File: src/rtl/vic_pkg.sv
package vic_pkg;
  parameter int unsigned VIC_NSRC_DEF = 8;
  parameter int unsigned VIC_VW_DEF   = 16;

  typedef enum logic [1:0] {
    GIE_HOLD = 2'd0,
    GIE_ON   = 2'd1,
    GIE_OFF  = 2'd2
  } gie_op_e;
endpackage

File: src/rtl/vic_pend_bank.sv
module vic_pend_bank #(
  parameter int unsigned N = 8
) (
  input  logic         clk,
  input  logic         rst_n,
  input  logic [N-1:0] set_i,
  input  logic [N-1:0] clr_i,
  output logic [N-1:0] pend_o
);
  logic [N-1:0] pend_q, pend_d;

  // a fresh event outranks the clear of an accepted source
  always_comb begin
    pend_d = (pend_q & ~clr_i) | set_i;
  end

  always_ff @(posedge clk or negedge rst_n) begin
    if (!rst_n) pend_q <= '0;
    else        pend_q <= pend_d;
  end

  assign pend_o = pend_q;
endmodule

File: src/rtl/vic_prio_pick.sv
module vic_prio_pick #(
  parameter int unsigned N  = 8,
  parameter int unsigned IW = (N > 1) ? $clog2(N) : 1
) (
  input  logic [N-1:0]  req_i,
  output logic          any_o,
  output logic [N-1:0]  onehot_o,
  output logic [IW-1:0] idx_o
);
  logic [N-1:0] blocked;

  assign blocked[0]  = 1'b0;
  assign onehot_o[0] = req_i[0];

  for (genvar i = 1; i < N; i++) begin : g_chain
    assign blocked[i]  = blocked[i-1] | req_i[i-1];
    assign onehot_o[i] = req_i[i] & ~blocked[i];
  end

  assign any_o = |req_i;

  always_comb begin
    idx_o = '0;
    for (int unsigned i = 0; i < N; i++) begin
      if (onehot_o[i]) idx_o = idx_o | IW'(i);
    end
  end
endmodule

File: src/rtl/vic_gie_reg.sv
module vic_gie_reg
  import vic_pkg::*;
(
  input  logic clk,
  input  logic rst_n,
  input  logic take_i,
  input  logic set_i,
  input  logic clr_i,
  input  logic ret_i,
  output logic gie_o
);
  gie_op_e op;
  logic    gie_q, gie_d;

  always_comb begin
    if (take_i || clr_i)     op = GIE_OFF;
    else if (set_i || ret_i) op = GIE_ON;
    else                     op = GIE_HOLD;
  end

  always_comb begin
    unique case (op)
      GIE_ON:  gie_d = 1'b1;
      GIE_OFF: gie_d = 1'b0;
      default: gie_d = gie_q;
    endcase
  end

  always_ff @(posedge clk or negedge rst_n) begin
    if (!rst_n) gie_q <= 1'b0;
    else        gie_q <= gie_d;
  end

  assign gie_o = gie_q;
endmodule

File: src/rtl/vec_irq_ctrl.sv
module vec_irq_ctrl
  import vic_pkg::*;
#(
  parameter int unsigned N_SRC    = VIC_NSRC_DEF,
  parameter int unsigned VEC_W    = VIC_VW_DEF,
  parameter logic [VEC_W-1:0] VEC_BASE = 16'h0002
) (
  input  logic             clk,
  input  logic             rst_n,
  input  logic [N_SRC-1:0] src_req_i,
  input  logic [N_SRC-1:0] src_mask_i,
  input  logic             gie_set_i,
  input  logic             gie_clr_i,
  input  logic             irq_ret_i,
  output logic             irq_o,
  output logic [VEC_W-1:0] irq_vec_o,
  output logic             gie_o,
  output logic [N_SRC-1:0] pend_o
);
  localparam int unsigned IW = (N_SRC > 1) ? $clog2(N_SRC) : 1;

  // reset: asserted at once, released two edges later
  logic rst_s1, rst_q_n;
  always_ff @(posedge clk or negedge rst_n) begin
    if (!rst_n) begin
      rst_s1  <= 1'b0;
      rst_q_n <= 1'b0;
    end else begin
      rst_s1  <= 1'b1;
      rst_q_n <= rst_s1;
    end
  end

  logic [N_SRC-1:0] pend, eligible, win_oh, clr_vec;
  logic [IW-1:0]    win_idx;
  logic             any_elig, gie, take;

  vic_pend_bank #(.N(N_SRC)) u_pend (
    .clk(clk), .rst_n(rst_q_n), .set_i(src_req_i), .clr_i(clr_vec), .pend_o(pend)
  );

  assign eligible = pend & src_mask_i;

  vic_prio_pick #(.N(N_SRC), .IW(IW)) u_pick (
    .req_i(eligible), .any_o(any_elig), .onehot_o(win_oh), .idx_o(win_idx)
  );

  assign take    = gie & any_elig;
  assign clr_vec = take ? win_oh : '0;

  vic_gie_reg u_gie (
    .clk(clk), .rst_n(rst_q_n), .take_i(take), .set_i(gie_set_i),
    .clr_i(gie_clr_i), .ret_i(irq_ret_i), .gie_o(gie)
  );

  // output registers: next-state then storage with explicit enable
  logic             irq_q, irq_d;
  logic [VEC_W-1:0] vec_q, vec_d;
  logic             vec_en;

  always_comb begin
    irq_d  = take;
    vec_en = take;
    vec_d  = VEC_BASE + (VEC_W'(win_idx) << 1);
  end

  always_ff @(posedge clk or negedge rst_q_n) begin
    if (!rst_q_n) begin
      irq_q <= 1'b0;
      vec_q <= VEC_BASE;
    end else begin
      irq_q <= irq_d;
      if (vec_en) vec_q <= vec_d;
    end
  end

  assign irq_o     = irq_q;
  assign irq_vec_o = vec_q;
  assign gie_o     = gie;
  assign pend_o    = pend;
endmodule

File: config.mk
export PLATFORM = sky130hd
export DESIGN_NAME = vec_irq_ctrl
export DESIGN_NICKNAME = d
export VERILOG_FILES = /design/src/rtl/vic_pkg.sv /design/src/rtl/vic_pend_bank.sv /design/src/rtl/vic_prio_pick.sv /design/src/rtl/vic_gie_reg.sv /design/src/rtl/vec_irq_ctrl.sv
export SDC_FILE = /design/constraint.sdc
export NUM_CORES = 1
export LEC_CHECK = 0
export BUFFER_PORTS_ARGS = -buffer_cell sky130_fd_sc_hd__buf_2
export CELL_PAD_IN_SITES_DETAIL_PLACEMENT = 0
export CELL_PAD_IN_SITES_GLOBAL_PLACEMENT = 1
export CORE_ASPECT_RATIO = 0.5
export CORE_MARGIN = 10
export CORE_UTILIZATION = 27
export CTS_CLUSTER_SIZE = 8
export DETAILED_ROUTE_END_ITERATION = 16
export GPL_TIMING_DRIVEN = 0
export PLACE_DENSITY = 0.75
export SYNTH_ARGS = -nofsm -noshare
export SYNTH_HDL_FRONTEND = slang
export SYNTH_SLANG_ARGS = --single-unit
File: constraint.sdc
create_clock -name clk -period 0.8 [get_ports clk]
set_input_delay 0.16 -clock clk [delete_from_list [all_inputs] [get_ports clk]]
set_output_delay 0.16 -clock clk [all_outputs]
set_load 0.02 [all_outputs]
# After elaboration in Yosys (flattened, before gate mapping)
# Index checks and enable logic that the tools add are counted.
word_totals:
  register_bits: 28
  output_inout_bits: 26
  elab_cells: 49
  inputBits: 21
op_classes:
  n_addsub: 1
  n_reduce_logical: 4
  eq_ne: 2
  muxes: 11
  n_bitwise: 25
ops:
  columns: ["op", "n"]
  rows:
  - ["$and 8x8->8", 2]
  - ["$mux 3", 4]
  - ["$and 1x1->1", 8]
  - ["$mux 8", 1]
  - ["$not 8->8", 1]
  - ["$or 8x8->8", 1]
  - ["$reduce_or 8->1", 1]
  - ["$not 1->1", 7]
  - ["$mux 2", 3]
  - ["$or 1x1->1", 6]
  - ["$add 2x4->5 const A", 1]
  - ["$eq 2x1->1 const B", 1]
  - ["$eq 2x2->1 const B", 1]
  - ["$logic_or 1x1->1", 2]
  - ["$mux 1", 2]
  - ["$pmux 1 s2", 1]
  - ["$reduce_bool 2->1", 1]

# Longest topological paths before layout
logic_depth:
  ltp_word: 13
  depth_mapped: 8

# By module
# Synthesis repeated with hierarchy kept, for this count alone.
unflattened:
  hier_cells: 96
  area_unflattened_um2: 960.9
modules_own_cells:
  columns: ["module", "area_per_inst_um2", "cells_per_inst", "n_inst"]
  rows:
  - ["vec_irq_ctrl", 485.5, 47, 1]
  - ["vic_pend_bank", 290.3, 24, 1]
  - ["vic_prio_pick", 150.1, 22, 1]
  - ["vic_gie_reg", 35.0, 3, 1]

# Worst setup path before layout
# Ideal clock, no wire load.
synth_path:
  kind: "register to register"
  start: "reg u_pend.pend_q[4] (netlist: u_pend.pend_o[4])"
  end: "reg vec_q[3] (netlist: irq_vec_o[3])"
  period_less_slack_ns: 2.106
  path_buffers: 0
  path_stages_with_launch: 8
  slack_ns: -1.306
  arrival_ns: 1.982
  cell_sequence: "dfrtp_1 > a222oi_1 > nand3_1 > a31oi_1 > or2_2 > ha_1 > a211oi_1 > a211o_2"
synth_via:
  elab_chain_cells: 8
synth_rtl:
  columns: ["item", "line", "rtl"]
  rows:
  - ["from (decl)", "vic_pend_bank.sv:10", "logic [N-1:0] pend_q, pend_d;"]
  - ["from (signal assigned)", "vic_pend_bank.sv:19", "else pend_q <= pend_d;"]
  - ["$and 8x8->8 *", "vec_irq_ctrl.sv:42", "assign eligible = pend & src_mask_i;"]
  - ["$or 1x1->1", "vic_prio_pick.sv:16", "assign blocked[i] = blocked[i-1] | req_i[i-1];"]
  - ["$not 1->1 or $or 1x1->1 (tied branches)", "vic_prio_pick.sv:17, vic_prio_pick.sv:16", null]
  - ["$and 1x1->1, or another cell as far along", "vic_prio_pick.sv:17", "assign onehot_o[i] = req_i[i] & ~blocked[i];"]
  - ["$mux 3, or another cell as far along", "vic_prio_pick.sv:25", "if (onehot_o[i]) idx_o = idx_o | IW'(i);"]
  - ["$mux 3 or $and 1x1->1 (tied branches)", "vic_prio_pick.sv:25, vic_prio_pick.sv:17", null]
  - ["$mux 3", "vic_prio_pick.sv:25", null]
  - ["$add 2x4->5", "vec_irq_ctrl.sv:64", "vec_d = VEC_BASE + (VEC_W'(win_idx) << 1);"]
  - ["to (signal assigned)", "vec_irq_ctrl.sv:73", "if (vec_en) vec_q <= vec_d;"]
  - ["to (decl)", "vec_irq_ctrl.sv:58", "logic [VEC_W-1:0] vec_q, vec_d;"]
# Mark *: on every way between the ends. The rest lies on a longest branch, timed or not.
# A chain may end at the register's enable or synchronous reset.

# Worst setup path in the final report
# Ends and elaborated chain as after synthesis.

==> flow_summary_export.csv <==
group,metric,value,unit
synthesis,ys_seq_area_share,49.1,%
worst_setup_path,start_kind,"flop",
die,rows,13,
finish,area_growth_syn_to_layout,81.2,%
power,p_leak,0.000715,µW
routing,num_vias,838,
die,dieArea,5770,µm²
global_routing,overflow,0,
die,core-area,2730,µm²
clock_tree,h-tree-depth,1,
finish,n_fill_cell,251,
worst_setup_path,slowest_stage,"dfrtp_2",
sta,setup_ws,-1030,ps
synthesis,ys_types,26,
sta,clock-skew-final,1.38,ps
sta,relSlewSlack,61.1,%
power,p_int,1690,µW
die,die_w,97.9,µm
power,switchingPower,691,µW
routing,routed_via_density,4.39,
sta,hold_viol_final,0,
power,max-vdd-ir-drop,676,µV
finish,fin_util,54.3,%
routing,drt-initial-drc-count,18,
outcome,violations,"setup timing",
synthesis,synth_warnings,0,
clock_tree,clk_transition_reported_paths,60,ps
clock_tree,clock_latency,250,ps
finish,num_antenna_cells,0,
power,combPwrFrac,29.9,%
hold_path,hold_class,"input port to flop",
sta,grt_setup_unrepaired,"true",
sta,setup_viol,28,
finish,final_common_cell,"buf_4",
global_routing,antenna_found_initial,0,
routing,drcViolationCount,0,
routing,wl,2550,µm
placement,dp_hpwl,1840,µm
power,seq_power_share,39.4,%
finish,fin_area,1480,µm²
sta,period_share,229,%
power,powerDensity,1610,nW/µm²
clock_tree,clockRootBuffer,"clkbuf_8",
worst_setup_path,critical_path_class,"flop to flop",
worst_setup_path,worst_ep_required_time,940,ps
placement,placed_cell_area,1110,µm²
placement,gp_congestion,0.723,
power,p_clk_share,30.7,%
global_routing,grt_max_degree,15,
die,initial_core_util,29.9,%
synthesis,syn_avg_cell_area,9.63,µm²
run,drv_cap,0,
clock_tree,cts_tree,"built",
routing,wl_per_cell,13.3,µm
sta,fmax,546,MHz
routing,ant_nets,0,
global_routing,grt_pass1_vias,795,
worst_setup_path,worstSetupEndpointType,"flop",
placement,port_buffers,34,
die,io_pins,47,
synthesis,syn_area,818,µm²
clock_tree,numClockSinks,16,
sta,min_period,1830,ps
global_routing,grt_first_pass_wirelength,3970,µm
outcome,outcome,"finished, violations left",
worst_setup_path,crit_family,"compound AO/OA/AOI/OAI gates",
finish,most-common-layout-cells,"buf_4 (27), buf_2 (20), buf_6 (18)",
worst_setup_path,critPathMaxStageDelay,410,ps
finish,nets,177,
sta,worst_slew_pin_slew,584,ps
global_routing,grt_usage,8.61,%
worst_setup_path,cp_max_fo,2,
routing,dr.pass1.iters,4,
finish,drive_gt1_share,57.8,%
clock_tree,cts_buffers,3,
synthesis,syn_inst,85,
worst_setup_path,path_buf_inv,1,
clock_tree,clock_path_buffers,2,
power,sw_frac_of_total,29.0,%
synthesis,ys_ff_latch,16,
worst_setup_path,worstPathArrival,1980,ps
worst_setup_path,worstPathCellList,"a222oi_1 -> buf_4 -> nand3_4 -> a31oi_4 -> or2_4 -> ha_4 -> a211oi_1 -> a211o_2",
die,fp.dieH,58.9,µm
sta,timing.final.max_slew_violations,0,
## synth_stat cells, drive strengths merged
cell    instances  area share [%]
o31ai           1            0.92
conb            2            0.92
a21oi           3             1.8
dfstp           1             3.2
and3            1            0.77
nand2b          2             1.5
a21o            6             5.5
a211oi          1            0.92
buf            12              11
a41o            1             1.2
inv             3             1.4
a31oi           3             2.3
a211o           1             1.2
nor3            2             1.8
o21ai           2             1.2
a32oi           1             1.1
or2             1            0.77
nand2          15             6.9
ha              1             1.5
a22oi           1            0.92
clkbuf          1            0.46
dfrtp          15              46
nand3           7             4.3
a222oi          2             2.4
## area by class of cell
cell class              instances  area (µm²)  share of cell area, %
inverters                       3        11.3                  0.759
repair buffers                 54         425                   28.7
well taps                      37        46.3                   3.12
clock buffers                   4        55.1                   3.71
multi-input cells              64         432                   29.1
plain buffers                  13         104                   7.00
flip-flops and latches         16         409                   27.6
## flip-flops by register name, summed over array words and instances (netlist names)
signal and count:
rst_s1 1, rst_q_n 1, irq_o 1, irq_vec_o 4
u_gie.gie_o 1, u_pend.pend_o 8
## routing by layer
layer  part of all wire (%)  global-route usage (%)  up-vias  routed length [µm]
met3                    8.9                    4.54        2                 227
met2                     53                    14.5       25                1350
met4                    1.4                    5.35        0                  36
met5                      0                       0        -                   0
met1                     37                    8.47      392                 932
li1                       -                       -      419                   -
## through the flow
stage	hold WS, ps	TNS [ps]	setup WS, ps	total power (µW)	instances
6_report	53.3	-13060	-1030	2380	191
4_1_cts	49.6	-13650	-1060	2330	185
5_1_grt	45.6	-14640	-1150	2510	191
3_3_place_gp	-55.6	-13150	-1460	1430	167
3_5_place_dp	-53.4	-13200	-1460	1430	167
2_1_floorplan	-136	-10670	-1230	1270	96
## logic make-up (layout without fill, tap and decap cells)
logic type | Yosys count | count (layout) | synth area share [%]
other cells | 2 | 13 | 0.918
fa+ha+maj | 1 | 1 | 1.53
compound gates | 22 | 22 | 19.6
buf+inv | 16 | 74 | 12.8
simple gates | 28 | 28 | 16.1
flops | 16 | 16 | 49.1
## worst paths after layout
path,startpoint,endpoint,slack [ps],cells after the start
worst max-delay path,u_pend.pend_o[4],irq_vec_o[3],-1030,8
worst min-delay path,gie_clr_i,u_gie.gie_o,50,2
worst max register to register,u_pend.pend_o[4],irq_vec_o[3],-1030,8
worst min register to register,rst_q_n,irq_vec_o[2],240,0
max in group asynchronous,rst_q_n,u_pend.pend_o[7],140,0
min in group asynchronous,rst_n,rst_s1,210,2
## repair_timing
| item | CTS | global route |
|---|---|---|
| gates resized for setup | 32 | 15 |
| gates cloned | 0 | 0 |
| setup buffers | 14 | 9 |
| pin swaps | 8 | 3 |
| hold endpoints to repair | 2 | 0 |
| hold buffers | 1 | 0 |
| setup endpoints to repair | 28 | 28 |
## power by group through the flow
stage | Combinational (µW) | Clock (µW) | Sequential, µW
after floorplan | 250 | 0 | 1020
after global placement | 484 | 0 | 943
after detailed placement | 487 | 0 | 945
after CTS | 641 | 746 | 939
after global routing | 767 | 794 | 948
final | 712 | 732 | 938
Note: power is estimated with default switching activity, not from simulation.
